**src/rtl/i2c_tgt_pkg.sv**
```systemverilog
package i2c_tgt_pkg;

  localparam int NUM_REGS = 256;

  typedef enum logic [3:0] {
    ST_IDLE, ST_SKIP, ST_ADDR, ST_AACK, ST_PTR, ST_PACK,
    ST_WDAT, ST_WACK, ST_RDAT, ST_RACK
  } tgtState_t;

  // strobes from control to datapath
  typedef struct packed {
    logic shiftIn;
    logic loadPtr;
    logic doWrite;
    logic doRead;
    logic shiftOut;
  } dpCmd_t;

  function automatic logic [NUM_REGS-1:0] defaultImplMask();
    logic [NUM_REGS-1:0] m;
    for (int i = 0; i < NUM_REGS; i++) begin
      m[i] = (i >= 6 && i <= 12) || i == 15 || (i >= 22 && i <= 24) ||
             i == 26 || i == 27 || (i >= 29 && i <= 31) || i == 33 ||
             i == 41 || i == 58 || i == 106;
    end
    return m;
  endfunction

  function automatic logic [NUM_REGS-1:0] defaultProtMask();
    logic [NUM_REGS-1:0] m;
    for (int i = 0; i < NUM_REGS; i++) begin
      m[i] = i == 27 || (i >= 29 && i <= 31) || i == 33 || i == 41 || i == 106;
    end
    return m;
  endfunction

endpackage

```
**src/rtl/i2c_tgt_sync.sv**
```systemverilog
module i2c_tgt_sync #(
  parameter int STAGES = 2,
  parameter int WIDTH  = 2
) (
  input  logic             clk,
  input  logic             rstN,
  input  logic [WIDTH-1:0] din,
  output logic [WIDTH-1:0] dout
);
  logic [WIDTH-1:0] pipe [STAGES];

  for (genvar s = 0; s < STAGES; s++) begin : g_stage
    if (s == 0) begin : g_first
      always_ff @(posedge clk or negedge rstN) begin
        if (!rstN) pipe[0] <= '1;
        else       pipe[0] <= din;
      end
    end else begin : g_next
      always_ff @(posedge clk or negedge rstN) begin
        if (!rstN) pipe[s] <= '1;
        else       pipe[s] <= pipe[s-1];
      end
    end
  end

  assign dout = pipe[STAGES-1];
endmodule

```
**src/rtl/i2c_tgt_ctrl.sv**
```systemverilog
module i2c_tgt_ctrl
  import i2c_tgt_pkg::*;
(
  input  logic       clk,
  input  logic       rstN,
  input  logic       sclS,
  input  logic       sdaS,
  input  logic [6:0] devAddr,
  input  logic [7:0] rxByte,
  input  logic       txMsb,
  output dpCmd_t     cmd,
  output logic       sdaOe
);
  localparam logic [3:0] BITS_PER_BYTE = 4'd8;

  tgtState_t  st, stN;
  logic [3:0] cnt, cntN;
  logic       ackDrive, ackN, rdMode, rdN, hostAck, hAckN;
  logic       sclPrev, sdaPrev;
  logic       sclRise, sclFall, startDet, stopDet;

  assign sclRise  = sclS & ~sclPrev;
  assign sclFall  = ~sclS & sclPrev;
  assign startDet = sclS & sclPrev & sdaPrev & ~sdaS;
  assign stopDet  = sclS & sclPrev & ~sdaPrev & sdaS;

  always_ff @(posedge clk or negedge rstN) begin
    if (!rstN) begin
      st       <= ST_IDLE;
      cnt      <= '0;
      ackDrive <= 1'b0;
      rdMode   <= 1'b0;
      hostAck  <= 1'b0;
      sclPrev  <= 1'b1;
      sdaPrev  <= 1'b1;
    end else begin
      st       <= stN;
      cnt      <= cntN;
      ackDrive <= ackN;
      rdMode   <= rdN;
      hostAck  <= hAckN;
      sclPrev  <= sclS;
      sdaPrev  <= sdaS;
    end
  end

  assign sdaOe = ackDrive | ((st == ST_RDAT) & ~txMsb);

  always_comb begin
    cmd   = '0;
    stN   = st;
    cntN  = cnt;
    ackN  = ackDrive;
    rdN   = rdMode;
    hAckN = hostAck;
    if (stopDet) begin
      stN  = ST_IDLE;
      ackN = 1'b0;
      cntN = '0;
    end else if (startDet) begin
      stN  = ST_ADDR;
      ackN = 1'b0;
      cntN = '0;
    end else begin
      case (st)
        ST_ADDR, ST_PTR, ST_WDAT: begin
          if (sclRise && cnt < BITS_PER_BYTE) begin
            cmd.shiftIn = 1'b1;
            cntN        = cnt + 4'd1;
          end else if (sclFall && cnt == BITS_PER_BYTE) begin
            cntN = '0;
            if (st == ST_ADDR) begin
              if (rxByte[7:1] == devAddr) begin
                ackN = 1'b1;
                rdN  = rxByte[0];
                stN  = ST_AACK;
              end else begin
                stN = ST_SKIP;
              end
            end else if (st == ST_PTR) begin
              cmd.loadPtr = 1'b1;
              ackN        = 1'b1;
              stN         = ST_PACK;
            end else begin
              cmd.doWrite = 1'b1;
              ackN        = 1'b1;
              stN         = ST_WACK;
            end
          end
        end
        ST_AACK: begin
          if (sclFall) begin
            ackN = 1'b0;
            cntN = '0;
            if (rdMode) begin
              cmd.doRead = 1'b1;
              stN        = ST_RDAT;
            end else begin
              stN = ST_PTR;
            end
          end
        end
        ST_PACK, ST_WACK: begin
          if (sclFall) begin
            ackN = 1'b0;
            cntN = '0;
            stN  = ST_WDAT;
          end
        end
        ST_RDAT: begin
          if (sclRise) begin
            cntN = cnt + 4'd1;
          end else if (sclFall) begin
            if (cnt == BITS_PER_BYTE) begin
              cntN = '0;
              stN  = ST_RACK;
            end else begin
              cmd.shiftOut = 1'b1;
            end
          end
        end
        ST_RACK: begin
          if (sclRise) begin
            hAckN = ~sdaS;
          end else if (sclFall) begin
            if (hostAck) begin
              cmd.doRead = 1'b1;
              stN        = ST_RDAT;
            end else begin
              stN = ST_SKIP;
            end
          end
        end
        default: ;
      endcase
    end
  end

  assert_stop_idle_R2: assert property (@(posedge clk) disable iff (!rstN)
    stopDet |=> st == ST_IDLE);

  assert_skip_quiet_R1: assert property (@(posedge clk) disable iff (!rstN)
    (st == ST_SKIP) |-> !sdaOe);

  assert_ack_hold_R3: assert property (@(posedge clk) disable iff (!rstN)
    (st == ST_AACK || st == ST_PACK || st == ST_WACK) |-> sdaOe);

  assert_scl_high_stable_R10: assert property (@(posedge clk) disable iff (!rstN)
    (sclS && $past(sclS) && !$past(startDet) && !$past(stopDet)) |-> $stable(sdaOe));

endmodule

```
**src/rtl/i2c_tgt_dp.sv**
```systemverilog
module i2c_tgt_dp
  import i2c_tgt_pkg::*;
#(
  parameter logic [NUM_REGS-1:0] IMPL_MASK = defaultImplMask(),
  parameter logic [NUM_REGS-1:0] PROT_MASK = defaultProtMask()
) (
  input  logic       clk,
  input  logic       rstN,
  input  logic       sdaS,
  input  dpCmd_t     cmd,
  input  logic       runMode,
  input  logic [7:0] regRdData,
  output logic [7:0] rxByte,
  output logic       txMsb,
  output logic [7:0] regAddr,
  output logic       regWrEn,
  output logic [7:0] regWrData,
  output logic       regRdEn
);
  logic [7:0] rxSr, txSr, ptr;
  logic       ptrImpl, ptrProt, wrAllowed;

  assign ptrImpl   = IMPL_MASK[ptr];
  assign ptrProt   = PROT_MASK[ptr];
  assign wrAllowed = ptrImpl & ~(runMode & ptrProt);

  always_ff @(posedge clk or negedge rstN) begin
    if (!rstN) begin
      rxSr <= '0;
      txSr <= '1;
      ptr  <= '0;
    end else begin
      if (cmd.shiftIn) rxSr <= {rxSr[6:0], sdaS};
      if (cmd.loadPtr) ptr <= rxSr;
      else if (cmd.doWrite || cmd.doRead) ptr <= ptr + 8'd1;
      if (cmd.doRead) txSr <= ptrImpl ? regRdData : 8'h00;
      else if (cmd.shiftOut) txSr <= {txSr[6:0], 1'b1};
    end
  end

  assign rxByte    = rxSr;
  assign txMsb     = txSr[7];
  assign regAddr   = ptr;
  assign regWrData = rxSr;
  assign regWrEn   = cmd.doWrite & wrAllowed;
  assign regRdEn   = cmd.doRead & ptrImpl;

  assert_ptr_load_R4: assert property (@(posedge clk) disable iff (!rstN)
    cmd.loadPtr |=> regAddr == $past(rxByte));

  assert_ptr_step_R5: assert property (@(posedge clk) disable iff (!rstN)
    regWrEn |=> regAddr == $past(regAddr) + 8'd1);

  assert_blocked_step_R8: assert property (@(posedge clk) disable iff (!rstN)
    (cmd.doWrite && !regWrEn) |=> regAddr == $past(regAddr) + 8'd1);

  assert_rsvd_zero_R9: assert property (@(posedge clk) disable iff (!rstN)
    (cmd.doRead && !regRdEn) |=> !txMsb);

  assert_one_strobe_R6: assert property (@(posedge clk) disable iff (!rstN)
    $onehot0({regWrEn, regRdEn}));

endmodule

```
**src/rtl/i2c_reg_target.sv**
```systemverilog
module i2c_reg_target
  import i2c_tgt_pkg::*;
#(
  parameter logic [5:0]          ADDR_FIXED  = 6'b000111,
  parameter int                  SYNC_STAGES = 2,
  parameter logic [NUM_REGS-1:0] IMPL_MASK   = defaultImplMask(),
  parameter logic [NUM_REGS-1:0] PROT_MASK   = defaultProtMask()
) (
  input  logic       clk,
  input  logic       rstN,
  input  logic       sclIn,
  input  logic       sdaIn,
  output logic       sdaOe,
  input  logic       addrStrap,
  input  logic       runMode,
  output logic [7:0] regAddr,
  output logic       regWrEn,
  output logic [7:0] regWrData,
  output logic       regRdEn,
  input  logic [7:0] regRdData
);
  logic [1:0] busSync;
  logic       sclS, sdaS, txMsb;
  logic [7:0] rxByte;
  logic [6:0] devAddr;
  dpCmd_t     cmd;

  assign devAddr = {ADDR_FIXED, addrStrap};

  i2c_tgt_sync #(.STAGES(SYNC_STAGES), .WIDTH(2)) sync_i (
    .clk(clk), .rstN(rstN), .din({sclIn, sdaIn}), .dout(busSync));

  assign sclS = busSync[1];
  assign sdaS = busSync[0];

  i2c_tgt_ctrl ctrl_i (
    .clk(clk), .rstN(rstN), .sclS(sclS), .sdaS(sdaS), .devAddr(devAddr),
    .rxByte(rxByte), .txMsb(txMsb), .cmd(cmd), .sdaOe(sdaOe));

  i2c_tgt_dp #(.IMPL_MASK(IMPL_MASK), .PROT_MASK(PROT_MASK)) dp_i (
    .clk(clk), .rstN(rstN), .sdaS(sdaS), .cmd(cmd), .runMode(runMode),
    .regRdData(regRdData), .rxByte(rxByte), .txMsb(txMsb), .regAddr(regAddr),
    .regWrEn(regWrEn), .regWrData(regWrData), .regRdEn(regRdEn));

endmodule

```
**config.mk**
```make
export PLATFORM = sky130hd
export DESIGN_NAME = i2c_reg_target
export DESIGN_NICKNAME = d
export VERILOG_FILES = /design/src/rtl/i2c_tgt_pkg.sv /design/src/rtl/i2c_tgt_sync.sv /design/src/rtl/i2c_tgt_ctrl.sv /design/src/rtl/i2c_tgt_dp.sv /design/src/rtl/i2c_reg_target.sv
export SDC_FILE = /design/constraint.sdc
export NUM_CORES = 1
export LEC_CHECK = 0
export ABC_AREA = 1
export BUFFER_PORTS_ARGS = -buffer_cell sky130_fd_sc_hd__buf_2
export CORE_MARGIN = 2
export CORE_UTILIZATION = 59
export CTS_BUF_LIST = sky130_fd_sc_hd__clkbuf_8
export DETAILED_ROUTE_END_ITERATION = 10
export PLACE_DENSITY = 0.92
export SYNTH_ARGS = -nofsm -noshare
export SYNTH_HDL_FRONTEND = slang
export SYNTH_SLANG_ARGS = --single-unit
```
**constraint.sdc**
```tcl
create_clock -name clk -period 2.2 [get_ports clk]
set_input_delay 0.11 -clock clk [delete_from_list [all_inputs] [get_ports clk]]
set_output_delay 0.11 -clock clk [all_outputs]
set_load 0.005 [all_outputs]
```
# Yosys cells after proc, flatten, opt, wreduce, memory -nomap -nowiden
# Memory sizes are Yosys's and may differ from the RTL's.
# Cells that the tools add are included.
dict set report totals {
  memories 2
  word_cells 140
  inputBits 14
  rom_bits 512
  out_inout_bits 19
  reg_bits 41
}
dict set report op_classes {
  n_eq_ne 24
  n_reduce_logical 16
  bitwise_logic 22
  addsub 2
  muxes 60
  n_lt_le_gt_ge 2
}
# memory depth word_bits read_ports rd_ports_with_merged_regs wr line_no
set memory_table {}
lappend memory_table {{(no name shown)} 256 1 1 0 0 i2c_tgt_dp.sv:23} ;# assign ptrImpl = IMPL_MASK[ptr];
lappend memory_table {{(no name shown)} 256 1 1 0 0 i2c_tgt_dp.sv:24} ;# assign ptrProt = PROT_MASK[ptr];
# cell n
set op_table {}
lappend op_table {{$mux W4} 22}
lappend op_table {{$mux W8} 5}
lappend op_table {{$ne A4 B1 Y1 const B} 6}
lappend op_table {{$mux W1} 21}
lappend op_table {{$pmux W4 S5} 1}
lappend op_table {{$eq A4 B3 Y1 const B} 4}
lappend op_table {{$and A1 B1 Y1} 12}
lappend op_table {{$eq A4 B4 Y1 const B} 3}
lappend op_table {{$pmux W4 S3} 1}
lappend op_table {{$mux W2} 5}
lappend op_table {{$mux W5} 2}
lappend op_table {{$ne A5 B1 Y1 const B} 2}
lappend op_table {{$reduce_and A10 Y1} 1}
lappend op_table {{$reduce_and A5 Y1} 2}
lappend op_table {{$lt A8 B9 Y1 const B} 1}
lappend op_table {{$not A1 Y1} 9}
lappend op_table {{$add A8 B1 Y8 const B} 1}
lappend op_table {{$eq A4 B2 Y1 const B} 2}
lappend op_table {{$ne A4 B2 Y1 const B} 2}
lappend op_table {{$ne A4 B4 Y1 const B} 2}
lappend op_table {{$eq A7 B4 Y1} 1}
lappend op_table {{$reduce_and A7 Y1} 1}
lappend op_table {{$reduce_bool A7 Y1} 1}
lappend op_table {{$reduce_or A3 Y1} 2}
lappend op_table {{14 further kinds} 17}

# Depth between registers and ports, before layout
# Gate-level depths: netlist of the first run.
dict set report depth {
  depth_word 11
  ltp_mapped 13
  mapped_depth_nobuf 13
}

# Cells and area by module
# From an unflattened synthesis of the first run, not the netlist that was laid out.
dict set report unflattened {
  hier_cells 362
  area_unflattened_um2 2666.3
}
# mod cells_each instances area_per_inst_um2 seq_area_each_um2
set by_module_without_submodules {}
lappend by_module_without_submodules {i2c_tgt_dp 176 1 1403.8 610.6}
lappend by_module_without_submodules {i2c_tgt_ctrl 178 1 1134.8 327.8}
lappend by_module_without_submodules {i2c_tgt_sync 6 1 120.1 105.1}
lappend by_module_without_submodules {i2c_reg_target 2 1 7.5 0.0}

# Worst setup path before layout of the first run
# OpenSTA, ideal clock, no wires.
dict set report synth_timing {
  path_type {register -> output}
  from {reg dp_i.ptr[0] (netlist: dp_i.regAddr[0])}
  to {out regWrEn}
  t_arrival_ps 1554
  path_stages_with_launch 12
  slack_ps 536
  required_time_ps 2090
  path_buffers 0
  cell_sequence {dfrtp_1 inv_1 ha_1 nand2_1 nor2_1 nor2_1 nand2_1 nand2_1 nand2_1 nand2_1 nand2_1 nor3_1}
}
dict set report synth_between {
  elab_chain_len 6
  elab_cells_between_ends 8
  cone_classes {2 x mux; 4 x bitwise; 2 x memory}
}
# element line_no
set synth_lines {}
lappend synth_lines {{start, declared} i2c_tgt_dp.sv:20} ;# logic [7:0] rxSr, txSr, ptr;
lappend synth_lines {{start signal, assigned} i2c_tgt_dp.sv:34} ;# if (cmd.loadPtr) ptr <= rxSr;
lappend synth_lines {{start signal, assigned} i2c_tgt_dp.sv:35} ;# else if (cmd.doWrite || cmd.doRead) ptr <= ptr + 8'd1;
lappend synth_lines {{$mem_v2 Z256 W1} --}
lappend synth_lines {{$mux W1 (implied by the code)} i2c_tgt_dp.sv:24}
lappend synth_lines {{$and A1 B1 Y1} i2c_tgt_dp.sv:25} ;# assign wrAllowed = ptrImpl & ~(runMode & ptrProt);
lappend synth_lines {{$not A1 Y1} i2c_tgt_dp.sv:25}
lappend synth_lines {{$and A1 B1 Y1 (*)} i2c_tgt_dp.sv:25}
lappend synth_lines {{$and A1 B1 Y1 (*)} i2c_tgt_dp.sv:45} ;# assign regWrEn = cmd.doWrite & wrAllowed;
lappend synth_lines {{end, declared} i2c_reg_target.sv:17} ;# output logic regWrEn,
# Mark *: on every way between the ends. The rest lies on a longest branch, timed or not. The select of a mux whose other input is x is not followed.

# Worst setup path after layout of the first run
# Same ends and word-level chain as after synthesis.

==> results of run 1 <==
-- routing by layer --
layer	track usage (%)	vias to the layer above	wire, µm
met5	0	-	0
met4	8.25	0	68
met3	5.83	8	312
met2	42.9	90	2540
met1	31.8	1055	2330
li1	-	1139	-
-- flip-flops by register name, indices dropped and copies added (netlist names) --
| signal | flops |
|---|---|
| dp_i.regAddr | 8 |
| dp_i.regWrData | 8 |
| dp_i.txSr | 8 |
| ctrl_i.cnt | 4 |
| ctrl_i.st | 4 |
| sync_i.dout | 2 |
| sync_i.pipe | 2 |
| ctrl_i.ackDrive | 1 |
| ctrl_i.hostAck | 1 |
| ctrl_i.rdMode | 1 |
| ctrl_i.sclPrev | 1 |
| ctrl_i.sdaPrev | 1 |
-- worst paths after layout --
kind	depth (start not counted)	endpoint
min	3	dp_i.txSr[0]
min in group asynchronous	2	dp_i.regAddr[2]
max reg2reg	8	dp_i.regAddr[3]
min reg2reg	0	sync_i.dout[0]
max	12	regWrEn
max in group asynchronous	2	dp_i.regAddr[1]
-- per-stage QoR --
step / cell area, µm² / setup TNS, ns / std cells / hold slack (ns) / util [%]
final: 2760 / 0 / 413 / 0.0190 / 69.9
after global routing: 2760 / -0.00563 / 413 / 0.0181 / 69.9
after CTS: 2730 / 0 / 410 / 0.0188 / 69.2
after detailed placement: 2590 / 0 / 399 / 0.217 / 65.8
after global placement: 2590 / 0 / 399 / 0.215 / 65.8
after floorplan: 2400 / 0 / 322 / -0.186 / -
-- placed cells by master (no fill, tap or decap), types with 3 or more instances in the layout --
cell type                        n
sky130_fd_sc_hd__nor3_1          4
sky130_fd_sc_hd__o21ai_1        15
sky130_fd_sc_hd__xnor2_1         3
sky130_fd_sc_hd__nor2_2          4
sky130_fd_sc_hd__clkbuf_8        7
sky130_fd_sc_hd__nand4_1        13
sky130_fd_sc_hd__dlygate4sd3_1   3
sky130_fd_sc_hd__nand2_1        79
sky130_fd_sc_hd__ha_1            6
sky130_fd_sc_hd__buf_4           4
sky130_fd_sc_hd__inv_2           8
sky130_fd_sc_hd__nor2_1         36
sky130_fd_sc_hd__inv_1          29
sky130_fd_sc_hd__a21oi_1        11
sky130_fd_sc_hd__o21ai_0        23
sky130_fd_sc_hd__dfrtp_1        26
sky130_fd_sc_hd__dfstp_2        14
sky130_fd_sc_hd__buf_2          32
sky130_fd_sc_hd__nand3_1        26
-- cells by family after synthesis --
logic type / after synthesis / share of synthesized area, %
adders and majority gates: 6 / 3.13
and+or+nand+nor: 168 / 30.6
DFF: 41 / 43.5
AOI/OAI and AO/OA: 60 / 14.0
buffers and inverters: 43 / 7.35
xor gates and xnor gates: 4 / 1.46
-- worst min-delay path, cell delays in order --
cell and delay (ns):
sky130_fd_sc_hd__buf_2 0.10, sky130_fd_sc_hd__nand2_1 0.06, sky130_fd_sc_hd__nand2_1 0.05
-- cell type report --
cell class	instances	share of cell area, %
Clock buffer	7	3.50
Clock inverter	1	0.182
Inverter	37	5.04
Multi-Input combinational cell	238	43.1
Sequential cell	41	37.9
Tap cell	50	2.27
Timing Repair Buffer	39	7.99
-- power groups by stage --
stage | sequential (mW) | combinational, mW | clock, mW
after global placement | 1.24 | 1.05 | 0
after floorplan | 1.21 | 0.792 | 0
after detailed placement | 1.25 | 1.08 | 0
after global routing | 1.28 | 1.31 | 0.589
after CTS | 1.24 | 1.09 | 0.555
final | 1.25 | 1.13 | 0.540
-- timing repair --
action	4_1_cts	5_1_grt
pin swaps	0	2
setup buffers	0	3
hold endpoints to repair	29	0
gates resized for setup	1	4
endpoints found under the setup margin	1	2
hold buffers	3	0
==> flow_results.org, run 1 <==
** GRT
- Maximum number of pins on one net before global-route repair :: 42
- The first global-routing pass estimated around 8800 µm of wire.
- The initial antenna violation count came to 0.
- After global routing the overflow that remains totals 0.
- Number of global-route vias before repair :: 2098
- Global routing consumed, over all layers together, 25.3% of the routing resources.

** Worst setup path
- Kind of critical path :: flip-flop to primary output
- Slowest CP cell :: sky130_fd_sc_hd__dfrtp_1
- Worst endpoint data arrival time :: 1.91 ns
- Crit Reg-Reg Startpoint :: ctrl_i.sclPrev
- The most numerous cell type found on the critical path is sky130_fd_sc_hd__nand2_1.
- Worst setup path startpoint :: dp_i.regAddr[0]
- Walking the worst path, the cells encountered are inv_2 -> ha_1 -> nand2_1 -> nor2_1 -> nor2_1 -> nand2_1 -> nand2_1 -> nand2_1 -> nand2_4 -> nand2_1 -> nor3_1 -> buf_2.
- Crit path max fanout :: 5
- The critical path contains buffers and inverters numbering 2 combined.
- Across all register-to-register paths, the minimum setup slack is 0.40 ns.
- Kind of capture point of the worst setup path :: primary output
- In this design, the stage delay of the slowest critical-path cell is 0.41 ns.
- Kind of cell with the highest combined delay on the critical path :: simple AND/OR/NAND/NOR gates
- Kind of start point of the critical path :: flip-flop
- Required arrival time at the worst endpoint :: 2.09 ns

** Finish
- Area growth from synthesis to final layout :: 14.8%
- Proportion of layout cells with a drive suffix above 1 :: 21.8%
- Total Nets Final :: 382
- Fill cells in the final layout number 320.
- Combined flip-flop and latch cell area :: around 1000 µm²
- The repair_antennas step left the layout with diodes totalling 0.
- Summing all multi-input logic gate instances after layout gives 1190 µm².

** Logic synthesis
- The most common cell in the synthesized netlist is sky130_fd_sc_hd__nand2_1.
- Sorting the synthesized cells by area gives the leading types as sky130_fd_sc_hd__dfrtp_1 28%, sky130_fd_sc_hd__dfstp_2 15%, sky130_fd_sc_hd__nand2_1 13%, sky130_fd_sc_hd__nor2_1 5.6%, sky130_fd_sc_hd__nand3_1 5.4%.
- sky130_fd_sc_hd__dfrtp_1 takes more of the synthesized area than any other cell.
- Count of synthesis-stage warnings from yosys :: 0
- Post-synthesis register bit count :: slightly above 40
- Share of the synthesized area in the top cell type :: 28.2%
- Averaged over all synthesized cells, the footprint is 7.45 µm².
- Number of enable flip-flop cells after synthesis :: 0
- Number of different library cells in the post-synthesis netlist :: 31
- Synthesis produced a netlist with a net count of 342.
- Among all flip-flop cells after synthesis, the most frequent one is sky130_fd_sc_hd__dfrtp_1.
- In the synthesized netlist, the cells that appear most often are 80 x sky130_fd_sc_hd__nand2_1, 36 x sky130_fd_sc_hd__nor2_1, 31 x sky130_fd_sc_hd__inv_1.
- Counting every instance in the synthesized netlist gives ~320.
- The synthesized netlist occupies a cell area of 2400 µm².
- Counting flops with an async set or reset pin after synthesis yields a share of 100%.
- Sequential share of the synthesized area :: 43.5%

** Floorplan
- Number of placement rows :: 23
- The floorplan step defined a die boundary enclosing 4590 µm².
- After floorplanning, the core was sized to cover between 3000 and 4000 µm².
- Die height :: 67.8 µm
- Measured along the x axis, the die boundary spans slightly below 70 µm.
- Starting density of the core :: 60.9%
- During I/O placement, the number of pins put on the boundary was 33.

** Clocking
- Max Buffers Root-to-Sink :: 2
- The H-tree generated during clock tree synthesis spans 2 levels.
- TritonCTS buffer count :: 5
- TritonCTS built the clock tree.
- Clock-pin slew was measured on the worst setup and hold paths at roughly 0.08 ns.
- The tree is rooted in a sky130_fd_sc_hd__clkbuf_8.
- The clock drives 41 sinks.
- Clock latency at the later pin of the worst-skew pair :: 0.30 ns

** Timing
- Part of the cycle the worst path needs :: 91.8%
- Minimum clock period after layout :: between 2 and 2.5 ns
- Based on the critical path, the design can be clocked at up to 495 MHz.
- Setup violations remaining at the end of the flow were counted as 0.
- After layout, the worst setup slack is 0.181 ns.
- Slew HR :: between 30% and 40%
- Layout Skew :: 0.00988 ns
- Fin. max-slew vios :: 0
- Actual transition at the worst max-transition pin :: 0.903 ns
- The final hold violation count is 0.

** Drt
- After detailed routing, the number of vias per cell comes to ~5.5.
- Antenna violation net count after detailed routing :: 0
- The routed design has 5260 µm of wire.
- For this block, the initial DRC count from the detailed router was 236.
- Residual DRC :: 0
- First-pass iteration count of the detailed router :: 6
- The routed layout has 2292 vias.
- In the final routed layout, each cell accounts on average for between 10 and 15 µm.

** Pwr
- Leakage power figure :: around 1.4 nW
- Total power of the final layout :: roughly 2.9 mW
- Power spread over the standard cell area amounts to 1060 nW/µm².
- Net switching fraction of the power :: approximately two fifths
- Reported net switching power :: 1.16 mW
- Per report_power, the sequential group accounts for between 40% and 50% of the total.
- Worst ir drop on vdd :: 0.620 mV
- The share of total power dissipated in combinational logic is 38.6%.
- The share of total power dissipated in the clock network is 18.5%.
- Internal power of the cells :: 1.75 mW

** Run
- Across the run, the number of max-cap violations was 0.

** Place
- Buffers placed on the I/O ports in this run total 32.
- At the end of routability-driven placement, the weighted congestion stood at 0.882.
- Dpl ws :: 0.280 ns
- Summed over all nets, the half-perimeter wirelength after detailed placement is between 3000 and 4000 µm.

** Run status
- The run finished with clean final reports.

** Hold path
- Hold/Removal Path Class :: primary input to flip-flop
- The startpoint identified for the worst hold timing path is regRdData[0].
Power figures use the tool's default switching activity.
==> run 2: changes to the inputs <==
--- a/config.mk
+++ b/config.mk
@@ -5,13 +5,13 @@
 export SDC_FILE = /design/constraint.sdc
 export NUM_CORES = 1
 export LEC_CHECK = 0
-export ABC_AREA = 1
+export ABC_AREA = 0
 export BUFFER_PORTS_ARGS = -buffer_cell sky130_fd_sc_hd__buf_2
 export CORE_MARGIN = 2
-export CORE_UTILIZATION = 59
+export CORE_UTILIZATION = 60
 export CTS_BUF_LIST = sky130_fd_sc_hd__clkbuf_8
 export DETAILED_ROUTE_END_ITERATION = 10
-export PLACE_DENSITY = 0.92
+export PLACE_DENSITY = 0.93
 export SYNTH_ARGS = -nofsm -noshare
 export SYNTH_HDL_FRONTEND = slang
 export SYNTH_SLANG_ARGS = --single-unit
==> run 2 against run 1 <==
Compared with the run above: critical path depth decreased by 2; final cell count down 14%; die area increased by 0.75%; via count is 1.3% higher; core utilization rose by 7.8 points; clock power grew 5.4%; highest routed layer unchanged.
==> flow_results.org, run 2 <==
** Hold path
- The tightest min-delay check is of the primary input to flip-flop type.
- Hold endpoint :: dp_i.txSr[2]
- Count of cells along the worst hold path :: 3
- The startpoint identified for the worst hold timing path is regRdData[2].

** Logic synthesis
- In the synthesized netlist the async set-or-reset flop fraction comes to 100%.
- Summed over all instances, the cell type with the most area after synthesis is sky130_fd_sc_hd__dfrtp_1.
- Ranking of synthesized cells by area :: sky130_fd_sc_hd__dfrtp_1 27%, sky130_fd_sc_hd__dfstp_2 15%, sky130_fd_sc_hd__mux2_2 5.5%, sky130_fd_sc_hd__ha_1 3.1%, sky130_fd_sc_hd__o21ai_0 3.1%
- Number of enable flip-flop cells after synthesis :: 0
- Sequential share of the synthesized area :: 42.4%
- Most common flop cell mapped by yosys :: sky130_fd_sc_hd__dfrtp_1
- Post-synthesis register bit count :: 41
- Mapped Area :: 2460 µm²
- Synthesis produced a netlist whose cell count is 250.
- Dominant cell by count in the synthesized netlist :: sky130_fd_sc_hd__dfrtp_1
- Net count after synthesis :: between 200 and 300
- Dividing the synthesized area by the synthesized cell count gives 9.84 µm².
- Most frequent cells after synthesis :: 27 x sky130_fd_sc_hd__dfrtp_1, 15 x sky130_fd_sc_hd__nand2_1, 15 x sky130_fd_sc_hd__o21ai_0
- In this run, distinct cell masters in the synthesized netlist total 53.
- Share of the synthesized area in the top cell type :: 27.5%
- Count of synthesis-stage warnings from yosys :: 0

** Timing
- Part of the cycle the worst path needs :: 99.7%
- Setup-failing EPs final :: 0
- Headroom to the max-slew limit came out at 40.3%.
- Layout Skew :: 0.0125 ns
- The worst path in the final design needs a cycle of 2.19 ns, including I/O delays and setup.
- Fin. max-slew vios :: 0
- In the final timing run, aggregate negative setup slack is 0 ns.
- Upper clock frequency limit :: between 400 and 500 MHz
- Actual transition at the worst max-transition pin :: 0.896 ns
- Final hold violation count :: 0
- Setup repair after global routing could not meet its margin everywhere.

** Pwr
- In this run the static leakage power is around 1.3 nW.
- Worst ir drop on vdd :: 0.660 mV
- In this run switching power makes up 36.6% of total power.
- Registers are responsible for approximately two fifths of the overall power.
- Internal power of the cells :: between 1.5 and 2 mW
- Power spread over the standard cell area amounts to 889 nW/µm².
- The analysis attributes to net switching a power of ~1 mW.
- Logic pwr share :: between 30% and 40%
- Per report_power, the clock group accounts for 20.7% of the total.

** Floorplan
- The floorplan step set the die width to roughly 70 µm.
- 33 I/O pins were placed.
- Core box area :: 3970 µm²
- Starting density of the core :: 61.9%
- The floorplan step defined a die boundary enclosing 4630 µm².
- Number of placement rows :: 23
- The floorplan step set the die height to ~70 µm.

** Worst setup path
- Along the worst path, the maximum fanout reaches 5.
- For the worst flop-to-flop path, the logic depth is 5.
- Kind of start point of the critical path :: flip-flop
- Required arrival time at the worst endpoint :: 2.09 ns
- The worst register-to-register path begins at ctrl_i.st[0].
- Kind of critical path :: flip-flop to primary output
- Worst endpoint data arrival time :: 2.08 ns
- STA classifies the critical path endpoint as a primary output.
- The setup check on the worst reg-to-reg path leaves a slack of 0.04 ns.
- Critical register-to-register path endpoint :: dp_i.regAddr[6]

** Finish
- Most common cell after layout, fill and taps aside :: sky130_fd_sc_hd__buf_2
- Fin cells :: 354
- Top library cells by usage in the layout, fill and taps aside :: 32 x sky130_fd_sc_hd__buf_2, 27 x sky130_fd_sc_hd__dfrtp_1, 22 x sky130_fd_sc_hd__buf_4
- At the end of the flow the core is filled with cells to 77.7%.
- Diode count :: 0
- The post-route netlist has 40.5% of its cells at a drive strength greater than 1.
- Total Nets Final :: 323
- From synthesis to final layout, the design area changed by 25.4%.
- The finished cells cover 3090 µm².

** Place
- RD Place Congestion :: roughly 0.91
- Port-buffer cells :: 32
- Once placement finished, the instance area stood at 2790 µm².
- Once placement completed, the tool counted placed cells totaling 340.
- DP Wirelength :: 4250 µm

** GRT
- In the global route stage, overall resource usage came out at 28.3%.
- First-pass GRT wire length :: 9540 µm
- The number of global-route vias before repair was 2005.
- Number of antenna violations at the first check in global routing :: 0
- Global route total overflow :: 0
- Entering global routing, the biggest net connects 42 pins.

** Clocking
- Clock input transition at the sequential cells of the worst setup and hold paths :: 0.09 ns
- TritonCTS buffer count :: 5
- The H-tree was split into 2 levels.
- The tree is rooted in a sky130_fd_sc_hd__clkbuf_8.
- The clock passes through at most 2 buffers.
- Number of sinks handled by clock tree synthesis :: 41
- For the worst-skew pair, the clock arrives at the later sink with an insertion delay of 0.31 ns.
- CTS tree :: yes

** Drt
- Routed wirelength normalized by instance count :: 20.0 µm
- Antenna violation net count after detailed routing :: 0
- The routed design has approximately 7100 µm of wire.
- First-pass iteration count of the detailed router :: 5
- Dividing the detail-routed via count by the number of cells gives 6.56.
- Starting DRT DRC Count :: about 170
- Across all layers, the routed design uses 2321 vias.
- Residual DRC :: 0

** Run status
- Outcome :: finished clean

** Run
- Across the run, the number of max-cap violations was 0.
==> run 2: worst max-delay path by stage <==
stage                    start         endpoint  slack, ns  cells past startpoint
2_1_floorplan    ctrl_i.cnt[0]  dp_i.regAddr[6]       0.16                      8
3_3_place_gp     ctrl_i.cnt[1]  dp_i.regAddr[6]       0.06                      7
3_5_place_dp     ctrl_i.cnt[1]  dp_i.regAddr[6]      -0.04                      7
4_1_cts        dp_i.regAddr[1]          regWrEn      -0.04                      8
5_1_grt        dp_i.regAddr[1]          regRdEn      -0.06                     10
6_report       dp_i.regAddr[1]          regRdEn      0.008                     10
==> run 2: cells by family (layout without fill, tap and decap cells) <==
| group | count (synthesis) | count (layout) | synth area share (%) |
|---|---|---|---|
| simple gates | 79 | 79 | 18.7 |
| compound gates | 71 | 71 | 20.4 |
| buf+inv | 26 | 80 | 4.22 |
| fa+ha+maj | 6 | 6 | 3.05 |
| mux | 18 | 18 | 7.94 |
| flops | 41 | 41 | 42.4 |
| xor+xnor | 9 | 9 | 3.20 |
==> run 2: critical path: stages (launching register included) <==
cell and delay (ns):
sky130_fd_sc_hd__dfrtp_1 0.39, sky130_fd_sc_hd__buf_6 0.15, sky130_fd_sc_hd__inv_6 0.05, sky130_fd_sc_hd__ha_4 0.17, sky130_fd_sc_hd__nor2b_1 0.13, sky130_fd_sc_hd__a31oi_1 0.17
sky130_fd_sc_hd__nor3_1 0.09, sky130_fd_sc_hd__a211oi_1 0.25, sky130_fd_sc_hd__buf_4 0.20, sky130_fd_sc_hd__nor3_2 0.05, sky130_fd_sc_hd__buf_2 0.14
==> run 2: through the flow <==
step	setup WS, ns	power [mW]	hold WS (ns)
after floorplan	0.155	1.75	-0.186
after global placement	0.0615	2.04	0.216
after detailed placement	-0.0363	2.08	0.217
after CTS	-0.0411	2.65	0.0183
after global routing	-0.0618	2.86	0.0286
final	0.00756	2.74	0.0102
==> run 2: power by group through the flow <==
stage / Combinational (mW) / Clock (mW) / Sequential (mW)
floorplan: 0.655 / 0 / 1.10
global route: 1.11 / 0.597 / 1.16
CTS: 0.961 / 0.565 / 1.13
global placement: 0.922 / 0 / 1.12
finish: 1.03 / 0.569 / 1.14
detailed placement: 0.944 / 0 / 1.14
==> run 2: repair_timing <==
action,in CTS,in global routing
resized for setup,2,27
buffers inserted,2,1
pin swaps,0,9
hold buffers,3,0
setup endpoints to repair,6,13
hold endpoints to repair,29,0
==> run 2: final cells by class <==
| cell class | instances | area, µm² |
|---|---|---|
| Clock inverter | 1 | 8.76 |
| Multi-Input combinational cell | 183 | 1440 |
| Sequential cell | 41 | 1040 |
| Timing Repair Buffer | 59 | 378 |
| Tap cell | 50 | 62.6 |
| Fill cell | 253 | 886 |
| Inverter | 13 | 53.8 |
| Clock buffer | 7 | 96.3 |
==> run 2: metal layers <==
metal  vias to the layer above  global-route usage, %  wire, µm
met1                      1107                   38.6      2750
met5                         -                      0         0
li1                       1035                      -         -
met3                        28                   5.92       523
met2                       151                   44.5      3580
met4                         0                   10.3       212
==> run 3: changes to the inputs <==
--- a/config.mk
+++ b/config.mk
@@ -12,6 +12,7 @@
 export CTS_BUF_LIST = sky130_fd_sc_hd__clkbuf_8
 export DETAILED_ROUTE_END_ITERATION = 10
 export PLACE_DENSITY = 0.93
+export SETUP_SLACK_MARGIN = 0.4
 export SYNTH_ARGS = -nofsm -noshare
 export SYNTH_HDL_FRONTEND = slang
 export SYNTH_SLANG_ARGS = --single-unit
==> run 3 against run 2 <==
Compared with the run above: the flow now stops in 5_1_grt; synthesized cell count did not move; area after synthesis unchanged.
==> flow_results.org, run 3 <==
** Run status
- The run stopped with a tool error.
- Last stage the flow got to :: 5_1_grt
- The tool reported: "[ERROR GRT-0232] Routing congestion too high. Check the congestion heatmap in the GUI".

** Logic synthesis
- Most common flop cell mapped by yosys :: sky130_fd_sc_hd__dfrtp_1
- Dominant cell by count in the synthesized netlist :: sky130_fd_sc_hd__dfrtp_1
- Post-synthesis register bit count :: about 40
- Number of different library cells in the post-synthesis netlist :: 53
- Net count after synthesis :: 270
- Syn Inst Count :: 250
- Count of synthesis-stage warnings from yosys :: 0
- Ranking of synthesized cells by area :: sky130_fd_sc_hd__dfrtp_1 27%, sky130_fd_sc_hd__dfstp_2 15%, sky130_fd_sc_hd__mux2_2 5.5%, sky130_fd_sc_hd__ha_1 3.1%, sky130_fd_sc_hd__o21ai_0 3.1%
- By count the netlist is led by 27 x sky130_fd_sc_hd__dfrtp_1, 15 x sky130_fd_sc_hd__nand2_1, 15 x sky130_fd_sc_hd__o21ai_0.
- Synth async-reset ratio :: 100%
- Sequential elements use 42.4% of the synthesized area.
- After synthesis, the mean cell area works out to just under 10 µm².
- Share of the synthesized area in the top cell type :: 27.5%
- Post-synthesis cell type with the largest combined area :: sky130_fd_sc_hd__dfrtp_1
- In this run, synthesis inferred 0 flip-flops with an integrated enable.
- The mapped netlist covers 2460 µm².

** Floorplan
- The floorplan step set the die height to 68.0 µm.
- Starting density of the core :: 61.9%
- Horizontal die dimension :: 68.0 µm
- Pin placement for this block handled 33 I/O pins.
- The floorplan has 23 rows.

** Timing
- The global-route repair_timing pass left the worst setup endpoint at regWrEn.
- Worst endpoint type :: top-level output

** Clocking
- For this design, the sink count on the clock tree is 41.
- The H-tree was split into 2 levels.
- In this run the deepest clock path goes through 2 buffers.
- TritonCTS buffer count :: 5
- CTS root buffer :: sky130_fd_sc_hd__clkbuf_8

** Place
- Once detailed placement completed, the half-perimeter wirelength came to 4150 µm.
- After detailed placement, the total cell area comes to 2810 µm².
- Input and output buffers added on the ports amount to 32.
- RD Place Congestion :: 0.901

** GRT
- Number of antenna violations at the first check in global routing :: 1
- Entering global routing, the biggest net connects 42 pins.
- Global routing used between 80 and 90% of the available tracks across all layers.
- Global route total overflow :: 100
## run 3: cell counts after synthesis
Identical to the previous run, type by type.
## run 3: logic make-up after synthesis
group | synth area share, %
xor+xnor | 3.20
compound gates | 20.4
buf+inv | 4.22
mux | 7.94
flops | 42.4
fa+ha+maj | 3.05
simple gates | 18.7
## run 3: repair_timing
action / 4_1_cts
setup buffers: 14
hold buffers: 3
resized for setup: 36
setup endpoints to repair: 27
endpoints found under the hold margin: 29
pin swaps: 17
## run 3: metal layers
layer	overflow	GRT usage, %
met1	1	78.5
met2	45	100
met3	0	59.5
met4	54	99.8
met5	0	17.5
## run 3: through the flow
| stage | TNS, ns | utilization, % | cells | setup slack [ns] | hold WS, ns |
|---|---|---|---|---|---|
| floorplan | 0 | - | 250 | 0.156 | -0.186 |
| global placement | 0 | 70.6 | 335 | 0.0640 | 0.215 |
| detailed placement | -0.0263 | 70.6 | 335 | -0.0263 | 0.216 |
| CTS | 0 | 80.2 | 360 | 0.125 | 0.0170 |
==> run 4: changes to the inputs <==
--- a/config.mk
+++ b/config.mk
@@ -8,11 +8,9 @@
 export ABC_AREA = 0
 export BUFFER_PORTS_ARGS = -buffer_cell sky130_fd_sc_hd__buf_2
 export CORE_MARGIN = 2
-export CORE_UTILIZATION = 60
-export CTS_BUF_LIST = sky130_fd_sc_hd__clkbuf_8
+export CORE_UTILIZATION = 40
 export DETAILED_ROUTE_END_ITERATION = 10
-export PLACE_DENSITY = 0.93
-export SETUP_SLACK_MARGIN = 0.4
+export PLACE_DENSITY_LB_ADDON = 0.15
 export SYNTH_ARGS = -nofsm -noshare
 export SYNTH_HDL_FRONTEND = slang
 export SYNTH_SLANG_ARGS = --single-unit
==> run 4 against run 3 <==
Compared with the run above: the flow now finishes without violations.
==> flow_results.org, run 4 (synthesis gave the netlist of run 2 again) <==
** Floorplan
- Die height :: 82.4 µm
- Top-level port count :: 33
- Number of placement rows :: 28
- Starting density of the core :: 41.5%
- Horizontal die dimension :: 82.4 µm
- Die outline area :: around 6800 µm²
- The core region is 5920 µm².

** Clocking
- CTS root buffer :: sky130_fd_sc_hd__clkbuf_8
- Clock latency at the later pin of the worst-skew pair :: 0.29 ns
- Clock input transition at the sequential cells of the worst setup and hold paths :: 0.07 ns
- TritonCTS built the clock tree.
- Number of sinks handled by clock tree synthesis :: 41
- The H-tree was split into 2 levels.
- Max Buffers Root-to-Sink :: 2
- Clock tree synthesis inserted a total of 5 buffers.

** Drt
- First-pass iteration count of the detailed router :: 4
- Antenna violation net count after detailed routing :: 0
- Via density per instance :: 5.58
- Count of vias placed by the detailed router :: about 2200
- After detailed routing, the number of remaining DRC violations is 0.
- Total wirelength of the detailed-routed design :: 6080 µm
- Starting DRT DRC Count :: 117
- Routed wirelength normalized by instance count :: 15.7 µm

** Place
- DP Wirelength :: 4390 µm
- Routability-driven placement finished with a final weighted congestion of 0.866.
- Dpl ws :: 0.0157 ns
- Summing all placed instances gives a cell area of 2880 µm².
- Input and output buffers added on the ports amount to 32.

** Worst setup path
- Delay of the slowest critical-path stage :: roughly 0.4 ns
- Register-to-register path setup slack :: 0.06 ns
- STA puts the critical path data arrival time at 2.04 ns.
- Crit path max fanout :: 6
- The critical path contains buffers and inverters numbering 4 combined.
- The signal on the critical path passes through buf_4 -> inv_2 -> ha_4 -> a21oi_1 -> a21oi_1 -> mux2i_1 -> a211oi_2 -> buf_4 -> nor3_2 -> buf_2.
- Required arrival time at the worst endpoint :: 2.09 ns
- By startpoint and endpoint, the worst setup path is classified as flip-flop to primary output.
- Kind of capture point of the worst setup path :: primary output
- Among all stages on the critical path, the largest delay is contributed by sky130_fd_sc_hd__dfrtp_1.
- STA classifies the critical path startpoint as a flip-flop.
- Kind of cell with the highest combined delay on the critical path :: buffers and inverters

** GRT
- Number of global-route vias before repair :: 2038
- The initial antenna violation count came to 0.
- Global route total overflow :: 0
- Total routing resource utilization after global routing :: a little under a fifth
- First-pass GRT wire length :: 9820 µm
- Entering global routing, the biggest net connects 42 pins.

** Timing
- Part of the cycle the worst path needs :: 97.7%
- In this run the tightest slew margin relative to its limit is between 30% and 40%.
- Layout Skew :: 0.00825 ns
- Minimum clock period after layout :: about 2.1 ns
- At the pin with the least slew margin, the transition time is 0.902 ns.
- Fin. max-slew vios :: 0
- Total negative slack for setup checks :: 0 ns
- Setup-failing EPs final :: 0
- Final worst hold slack :: between 0.03 and 0.04 ns
- The final hold violation count was 0.
- Upper clock frequency limit :: between 400 and 500 MHz
- In the post-route analysis, the smallest setup slack over all paths is 0.0513 ns.

** Hold path
- Hold/Removal Path Class :: primary input to flip-flop

** Pwr
- Per report_power, the clock group accounts for between 20% and 30% of the total.
- Net switching fraction of the power :: 33.5%
- Dividing total power by cell area gives a power density of 893 nW/µm².
- The internal power of the cells totals around 1.8 mW.
- In this run the static leakage power is 1.34 nW.
- The share of total power dissipated in combinational logic is 36.6%.
- Worst ir drop on vdd :: a little over 0.6 mV
- Reported net switching power :: 0.929 mW
- Seq pwr share :: between 40% and 50%

** Finish
- The repair_antennas step left the layout with diodes totalling 0.
- The net count of the finished layout is 331.
- Area of all placed cells without fillers :: approximately 3100 µm²
- Area growth from synthesis to final layout :: 26.3%
- Top library cells by usage in the layout, fill and taps aside :: 32 x sky130_fd_sc_hd__buf_2, 31 x sky130_fd_sc_hd__buf_4, 27 x sky130_fd_sc_hd__dfrtp_1
- The post-route netlist has between 30% and 40% of its cells at a drive strength greater than 1.
- The library cell used most frequently in the layout, excluding fill and tap cells, is sky130_fd_sc_hd__buf_2.

** Run
- MaxCap Viol Count :: 0

** Run status
- Outcome :: finished clean
run 4: worst paths after layout:
kind / to / cells after the start / from
max: regWrEn / 10 / dp_i.regAddr[1]
min in group asynchronous: ctrl_i.hostAck / 2 / rstN
min reg2reg: sync_i.dout[0] / 0 / sync_i.pipe[2]
min: dp_i.txSr[0] / 3 / regRdData[0]
max reg2reg: dp_i.txSr[2] / 10 / dp_i.regAddr[1]
max in group asynchronous: ctrl_i.ackDrive / 2 / rstN
run 4: area by class of cell:
cell class                      instances  area, µm²
Sequential cell                        41       1040
Multi-Input combinational cell        183       1370
Clock inverter                          1       30.0
Clock buffer                            7       86.3
Inverter                               13       48.8
Tap cell                               75       93.8
Timing Repair Buffer                   67        434
Fill cell                             551       2810
run 4: power groups by stage:
stage / registers, mW / clock network, mW / logic (mW)
6_report: 1.13 / 0.627 / 1.02
2_1_floorplan: 1.10 / 0 / 0.655
4_1_cts: 1.13 / 0.652 / 1.00
3_3_place_gp: 1.14 / 0 / 0.983
3_5_place_dp: 1.14 / 0 / 0.993
5_1_grt: 1.16 / 0.682 / 1.13
run 4: timing repair:
item                                   4_1_cts  5_1_grt
gates resized for setup                      2        9
cloned                                       0        1
hold buffers                                 3        0
setup endpoints to repair                    2        5
endpoints found under the hold margin       29        0
setup buffers                                0        2
pin swaps                                    0        7
run 4: per-layer routing:
layer	vias up	global-route usage (%)	routed length, µm	share of wire (%)
li1	1046	-	-	-
met1	1053	28.0	3080	51
met2	51	28.1	2640	44
met3	8	3.26	271	4.5
met4	0	5.17	79	1.3
met5	-	0	0	0
run 4: per-stage QoR:
stage	utilization [%]	total power [mW]	cells
6_report	52.5	2.78	387
5_1_grt	52.5	2.97	387
4_1_cts	51.2	2.79	384
3_5_place_dp	48.6	2.14	373
3_3_place_gp	48.6	2.12	373
2_1_floorplan	-	1.75	250
run 4: worst min-delay path, cell delays in order:
cell and delay, ns:
sky130_fd_sc_hd__buf_2 0.09, sky130_fd_sc_hd__inv_1 0.05, sky130_fd_sc_hd__o41ai_1 0.07
